`src/rtl/gpio_pkg.sv`:
```
package gpio_pkg;

  // Register offsets inside one port's eight-address block
  typedef enum logic [2:0] {
    OFS_IN      = 3'd0,
    OFS_OUT     = 3'd1,
    OFS_DIR     = 3'd2,
    OFS_IEN     = 3'd3,
    OFS_ESEL_LO = 3'd4,
    OFS_ESEL_HI = 3'd5,
    OFS_FLAG    = 3'd6,
    OFS_RSVD    = 3'd7
  } reg_ofs_e;

  // Per-pin edge select code
  typedef enum logic [1:0] {
    EDGE_OFF  = 2'b00,
    EDGE_RISE = 2'b01,
    EDGE_FALL = 2'b10,
    EDGE_BOTH = 2'b11
  } edge_mode_e;

endpackage

```
`src/rtl/gpio_sync.sv`:
```
module gpio_sync #(
  parameter int unsigned WIDTH  = 8,
  parameter int unsigned STAGES = 2
) (
  input  logic             clk,
  input  logic             rst,
  input  logic [WIDTH-1:0] async_in,
  output logic [WIDTH-1:0] sync_out
);

  logic [WIDTH-1:0] stage_q [STAGES];

  for (genvar s = 0; s < STAGES; s++) begin : g_stage
    always_ff @(posedge clk) begin
      if (rst) begin
        stage_q[s] <= '0;
      end else if (s == 0) begin
        stage_q[s] <= async_in;
      end else begin
        stage_q[s] <= stage_q[(s == 0) ? 0 : s-1];
      end
    end
  end

  assign sync_out = stage_q[STAGES-1];

endmodule

```
`src/rtl/gpio_edge_detect.sv`:
```
module gpio_edge_detect
  import gpio_pkg::*;
#(
  parameter int unsigned PINS = 8
) (
  input  logic              clk,
  input  logic              rst,
  input  logic [PINS-1:0]   level,
  input  logic [2*PINS-1:0] esel,
  output logic [PINS-1:0]   hit
);

  logic [PINS-1:0] prev_q;

  always_ff @(posedge clk) begin
    if (rst) prev_q <= '0;
    else     prev_q <= level;
  end

  for (genvar i = 0; i < PINS; i++) begin : g_pin
    logic       rise_w, fall_w;
    edge_mode_e mode_w;

    assign rise_w = level[i] & ~prev_q[i];
    assign fall_w = ~level[i] & prev_q[i];
    assign mode_w = edge_mode_e'(esel[2*i +: 2]);

    always_comb begin
      unique case (mode_w)
        EDGE_RISE: hit[i] = rise_w;
        EDGE_FALL: hit[i] = fall_w;
        EDGE_BOTH: hit[i] = rise_w | fall_w;
        default:   hit[i] = 1'b0;
      endcase
    end
  end

endmodule

```
`src/rtl/gpio_port_bank.sv`:
```
module gpio_port_bank
  import gpio_pkg::*;
#(
  parameter int unsigned PINS    = 8,
  parameter bit          HAS_IRQ = 1'b1
) (
  input  logic              clk,
  input  logic              rst,
  input  logic              wr_en,
  input  reg_ofs_e          wr_ofs,
  input  logic [PINS-1:0]   wr_data,
  input  logic [PINS-1:0]   pad_sync,
  output logic [PINS-1:0]   out_q,
  output logic [PINS-1:0]   dir_q,
  output logic [PINS-1:0]   ien_q,
  output logic [2*PINS-1:0] esel_q,
  output logic [PINS-1:0]   flag_q,
  output logic              irq_q
);

  always_ff @(posedge clk) begin
    if (rst) begin
      out_q <= '0;
      dir_q <= '0;
    end else if (wr_en) begin
      if (wr_ofs == OFS_OUT) out_q <= wr_data;
      if (wr_ofs == OFS_DIR) dir_q <= wr_data;
    end
  end

  if (HAS_IRQ) begin : g_irq
    logic [PINS-1:0] hit_w;
    logic [PINS-1:0] clr_w;
    logic            flag_wr_w;

    gpio_edge_detect #(.PINS(PINS)) u_edge (
      .clk   (clk),
      .rst   (rst),
      .level (pad_sync),
      .esel  (esel_q),
      .hit   (hit_w)
    );

    assign flag_wr_w = wr_en && (wr_ofs == OFS_FLAG);
    assign clr_w     = flag_wr_w ? wr_data : '0;

    always_ff @(posedge clk) begin
      if (rst) begin
        ien_q  <= '0;
        esel_q <= '0;
        flag_q <= '0;
        irq_q  <= 1'b0;
      end else begin
        if (wr_en && wr_ofs == OFS_IEN)     ien_q <= wr_data;
        if (wr_en && wr_ofs == OFS_ESEL_LO) esel_q[PINS-1:0] <= wr_data;
        if (wr_en && wr_ofs == OFS_ESEL_HI) esel_q[2*PINS-1:PINS] <= wr_data;
        // a new edge outranks a clear in the same cycle
        flag_q <= (flag_q & ~clr_w) | hit_w;
        irq_q  <= |(flag_q & ien_q);
      end
    end

    // without a flag write, no flag bit may drop
    a_r6_flag_sticky: assert property (@(posedge clk) disable iff (rst)
      !flag_wr_w |=> (($past(flag_q) & ~flag_q) == '0));

    // with every select at 00, no flag bit may rise
    a_r5_off_no_flag: assert property (@(posedge clk) disable iff (rst)
      (esel_q == '0) |=> ((flag_q & ~$past(flag_q)) == '0));

  end else begin : g_no_irq
    assign ien_q  = '0;
    assign esel_q = '0;
    assign flag_q = '0;
    assign irq_q  = 1'b0;
  end

endmodule

```
`src/rtl/gpio_edge_port.sv`:
```
module gpio_edge_port
  import gpio_pkg::*;
#(
  parameter int unsigned NPORTS    = 4,
  parameter int unsigned PINS      = 8,
  parameter int unsigned IRQ_PORTS = 2,
  localparam int unsigned PIDX_W   = (NPORTS > 1) ? $clog2(NPORTS) : 1,
  localparam int unsigned ADDR_W   = PIDX_W + 3,
  localparam int unsigned NPINS    = NPORTS * PINS
) (
  input  logic              clk,
  input  logic              rst,
  input  logic              bus_sel,
  input  logic              bus_we,
  input  logic [ADDR_W-1:0] bus_addr,
  input  logic [PINS-1:0]   bus_wdata,
  output logic [PINS-1:0]   bus_rdata,
  input  logic [NPINS-1:0]  pad_in,
  output logic [NPINS-1:0]  pad_out,
  output logic [NPINS-1:0]  pad_oe,
  output logic [IRQ_PORTS-1:0] irq
);

  logic [NPINS-1:0]  pad_sync;
  logic [PIDX_W-1:0] port_idx;
  reg_ofs_e          reg_ofs;

  logic [PINS-1:0]   out_a  [NPORTS];
  logic [PINS-1:0]   dir_a  [NPORTS];
  logic [PINS-1:0]   ien_a  [NPORTS];
  logic [2*PINS-1:0] esel_a [NPORTS];
  logic [PINS-1:0]   flag_a [NPORTS];
  logic              irq_a  [NPORTS];
  logic [PINS-1:0]   rd_next;

  assign port_idx = bus_addr[ADDR_W-1:3];
  assign reg_ofs  = reg_ofs_e'(bus_addr[2:0]);

  gpio_sync #(.WIDTH(NPINS), .STAGES(2)) u_sync (
    .clk      (clk),
    .rst      (rst),
    .async_in (pad_in),
    .sync_out (pad_sync)
  );

  for (genvar p = 0; p < NPORTS; p++) begin : g_port
    gpio_port_bank #(
      .PINS    (PINS),
      .HAS_IRQ (p < IRQ_PORTS)
    ) u_bank (
      .clk      (clk),
      .rst      (rst),
      .wr_en    (bus_sel && bus_we && (int'(port_idx) == p)),
      .wr_ofs   (reg_ofs),
      .wr_data  (bus_wdata),
      .pad_sync (pad_sync[p*PINS +: PINS]),
      .out_q    (out_a[p]),
      .dir_q    (dir_a[p]),
      .ien_q    (ien_a[p]),
      .esel_q   (esel_a[p]),
      .flag_q   (flag_a[p]),
      .irq_q    (irq_a[p])
    );
    assign pad_out[p*PINS +: PINS] = out_a[p];
    assign pad_oe[p*PINS +: PINS]  = dir_a[p];
  end

  for (genvar q = 0; q < IRQ_PORTS; q++) begin : g_irq_out
    assign irq[q] = irq_a[q];
  end

  always_comb begin
    rd_next = '0;
    if (int'(port_idx) < NPORTS) begin
      unique case (reg_ofs)
        OFS_IN:      rd_next = pad_sync[int'(port_idx)*PINS +: PINS];
        OFS_OUT:     rd_next = out_a[port_idx];
        OFS_DIR:     rd_next = dir_a[port_idx];
        OFS_IEN:     rd_next = ien_a[port_idx];
        OFS_ESEL_LO: rd_next = esel_a[port_idx][PINS-1:0];
        OFS_ESEL_HI: rd_next = esel_a[port_idx][2*PINS-1:PINS];
        OFS_FLAG:    rd_next = flag_a[port_idx];
        default:     rd_next = '0;
      endcase
    end
  end

  always_ff @(posedge clk) begin
    if (rst)                     bus_rdata <= '0;
    else if (bus_sel && !bus_we) bus_rdata <= rd_next;
  end

  // pad drive only changes on a bus write
  a_r2_pads_hold: assert property (@(posedge clk) disable iff (rst)
    !(bus_sel && bus_we) |=> ($stable(pad_oe) && $stable(pad_out)));

  // read data holds between read requests
  a_r4_rdata_hold: assert property (@(posedge clk) disable iff (rst)
    !(bus_sel && !bus_we) |=> $stable(bus_rdata));

endmodule

```
`config.mk`:
```
export PLATFORM = sky130hd
export DESIGN_NAME = gpio_edge_port
export DESIGN_NICKNAME = d
export VERILOG_FILES = /design/src/rtl/gpio_pkg.sv /design/src/rtl/gpio_sync.sv /design/src/rtl/gpio_edge_detect.sv /design/src/rtl/gpio_port_bank.sv /design/src/rtl/gpio_edge_port.sv
export SDC_FILE = /design/constraint.sdc
export NUM_CORES = 1
export LEC_CHECK = 0
export BUFFER_PORTS_ARGS = -buffer_cell sky130_fd_sc_hd__buf_2
export CELL_PAD_IN_SITES_DETAIL_PLACEMENT = 1
export CELL_PAD_IN_SITES_GLOBAL_PLACEMENT = 2
export CORE_UTILIZATION = 34
export DETAILED_ROUTE_END_ITERATION = 16
export PLACE_DENSITY_LB_ADDON = 0.1
export SYNTH_ARGS = -nofsm -noshare
export SYNTH_HDL_FRONTEND = slang
export SYNTH_HIERARCHICAL = 1
export SYNTH_SLANG_ARGS = --single-unit
```
`constraint.sdc`:
```
create_clock -name clk -period 1.7 [get_ports clk]
set_input_delay 0.085 -clock clk [delete_from_list [all_inputs] [get_ports clk]]
set_output_delay 0.085 -clock clk [all_outputs]
set_load 0.01 [all_outputs]
```
==> impl_metrics.yaml <==
run_status:
  status: "finished, final reports clean"
finish:
  nNetsFinal: 1435
  area_growth_pct: 20.06
  register_area_sq_um: 4364
  multi_input_area_sq_um: 5974
  final_cell_mix: "dfxtp_1, mux2i_1, buf_2"
  drive_above_1_share: 0.2263
  nFillCells: 3805
  final_common_cell: "dfxtp_1"
  antenna_cells: 0
  final_cells: 1812
setup_path:
  slowest_stage: "mux4_2"
  path_delay_family: "multiplexers"
  worstPathArrival_ns: 1.96
  crit_path_start_kind: "flop"
  cp.required_ns: 2.12
  path_max_fanout: 3
  crit_type: "reg2reg"
  crit_path_cell_trace: "mux4_2 -> nor3b_1 -> nor4_2 -> a41oi_1"
  worstSetupEndpointType: "flop"
  crit_buf_inv: 0
  cp_slowest_stage_delay_ns: 0.46
  rrSetupSlack_ns: 0.16
clock_tree:
  numCtsBuffers: 27
  clockBufferDepth: 3
  cts_sinks: 218
  clk_pin_slew_ns: 0.06
  tritoncts: "built"
  insertion_delay_ns: 0.56
  cts_root_buf: "clkbuf_16"
  cts_setup_buffers: 0
  h-tree-depth: 1
routing:
  wl_met1_um: 18460
  dr.pass1.iters: 4
  top_layer: "met5"
  vias: 8697
  drt_wl_total_um: 37450
  met3_length_um: 1338
  wl_met2_um: 16690
  wl_per_cell_um: 20.67
  drt-vias-per-instance: 4.800
  ant_nets: 0
  drc: 0
  drt_iter0_markers: 392
global_routing:
  grt_antenna_before_repair: 2
  first_global_vias: 8720
  grt_overflow_total: 0
  grtUsageTotal: 0.2219
  grt_max_degree: 87
  grt_pass1_wl_um: 55530
logic_synthesis:
  avgSynthCellArea_sq_um: 9.610
  synth_warnings: 6
  syn_area_sq_um: 11330
  synth_cells: 1179
timing:
  slew_viol_final: 0
  hold_violations: 0
  period_share: 0.9073
  setup_violations: 0
  tns_ns: 0
  skew_ns: 0.01175
  rsz0062_at_grt: "false"
  layout_min_cycle_time_ns: 1.542
  max_freq_mhz: 648.3
  slew_headroom: 0.5821
  worst_pin_slew_ns: 0.6269
power_and_ir_drop:
  power.density_nw_per_um2: 889.5
  vdd_drop_max_mv: 0.7039
  p_leak_uw: 0.005604
die:
  io_pins: 123
  start_util: 0.3465
  dieHeight_um: 184.5
  floorplan.rows: 66
  design.die.area_sq_um: 34060
  core_area_sq_um: 32700
  dieWidth_um: 184.5
place:
  dpl.hpwl_um: 27370
  dpl.cell_count: 1733
  gp_congestion: 0.8248
  io_buffers: 122
worst_hold_path:
  hp-class: "in2reg"
run:
  drv_cap: 0
per-layer routing:
metal | track usage | up-vias
met4 | 0.06200 | 4
met5 | 0 | -
met2 | 0.3451 | 137
met1 | 0.3167 | 4256
li1 | - | 4245
met3 | 0.03201 | 55
stage by stage:
step / power (uW) / setup WS (ns) / area [sq um] / hold slack, ns / utilization
after floorplan: 6086 / 0.04346 / 11560 / 0.1937 / -
after global placement: 6413 / 0.08327 / 12390 / 0.2936 / 0.3788
after detailed placement: 6423 / 0.04560 / 12390 / 0.2992 / 0.3788
after CTS: 12270 / 0.06755 / 13590 / 0.01343 / 0.4157
after global routing: 12590 / 0.001059 / 13600 / 0.05208 / 0.4159
final: 12100 / 0.1576 / 13600 / 0.03656 / 0.4159
timing repair:
item,in CTS,in global routing
endpoints found under the setup margin,0,2
endpoints found under the hold margin,47,0
gates resized for setup,0,2
hold buffers,34,0
worst reg2reg max path: stages, from the launching register on:
cell and delay, ns:
dfxtp_1 0.34, mux4_2 0.46, nor3b_1 0.18, nor4_2 0.27, a41oi_1 0.15
flip-flops by register name, indices dropped and copies added, names as in the netlist:
register,count
u_sync/stage_q,64
g_port.u_bank/dir_q,32
g_port.u_bank/esel_q,32
g_port.u_bank/out_q,32
g_port.u_bank/flag_q,16
g_port.u_bank/g_irq.u_edge/prev_q,16
g_port.u_bank/ien_q,16
bus_rdata,8
g_port.u_bank/irq_q,2
power breakdown:
group / leakage, uW / switching [uW] / total (uW) / internal (uW)
Sequential: 0.00177 / 50.7 / 5260 / 5210
Clock: 0.000429 / 2300 / 5730 / 3420
Combinational: 0.00340 / 633 / 1110 / 481
Total: 0.00560 / 2990 / 12100 / 9110
final cells by class:
| class | instances | share of cell area |
|---|---|---|
| Clock inverter | 7 | 0.007359 |
| Clock buffer | 38 | 0.05639 |
| Inverter | 48 | 0.01325 |
| Tap cell | 442 | 0.04066 |
| Timing Repair Buffer | 226 | 0.1223 |
| Sequential cell | 218 | 0.3209 |
| Multi-Input combinational cell | 833 | 0.4392 |
path summary, 6_finish.rpt:
| check | start | end | cells after the start |
|---|---|---|---|
| setup / recovery | u_sync/stage_q[1][8] | bus_rdata[0] | 4 |
| hold / removal | bus_wdata[7] | g_port[0].u_bank/esel_q[15] | 3 |
| setup reg to reg | u_sync/stage_q[1][8] | bus_rdata[0] | 4 |
| hold reg to reg | u_sync/stage_q[0][23] | u_sync/stage_q[1][23] | 1 |
(Power assumes the default switching activity.)
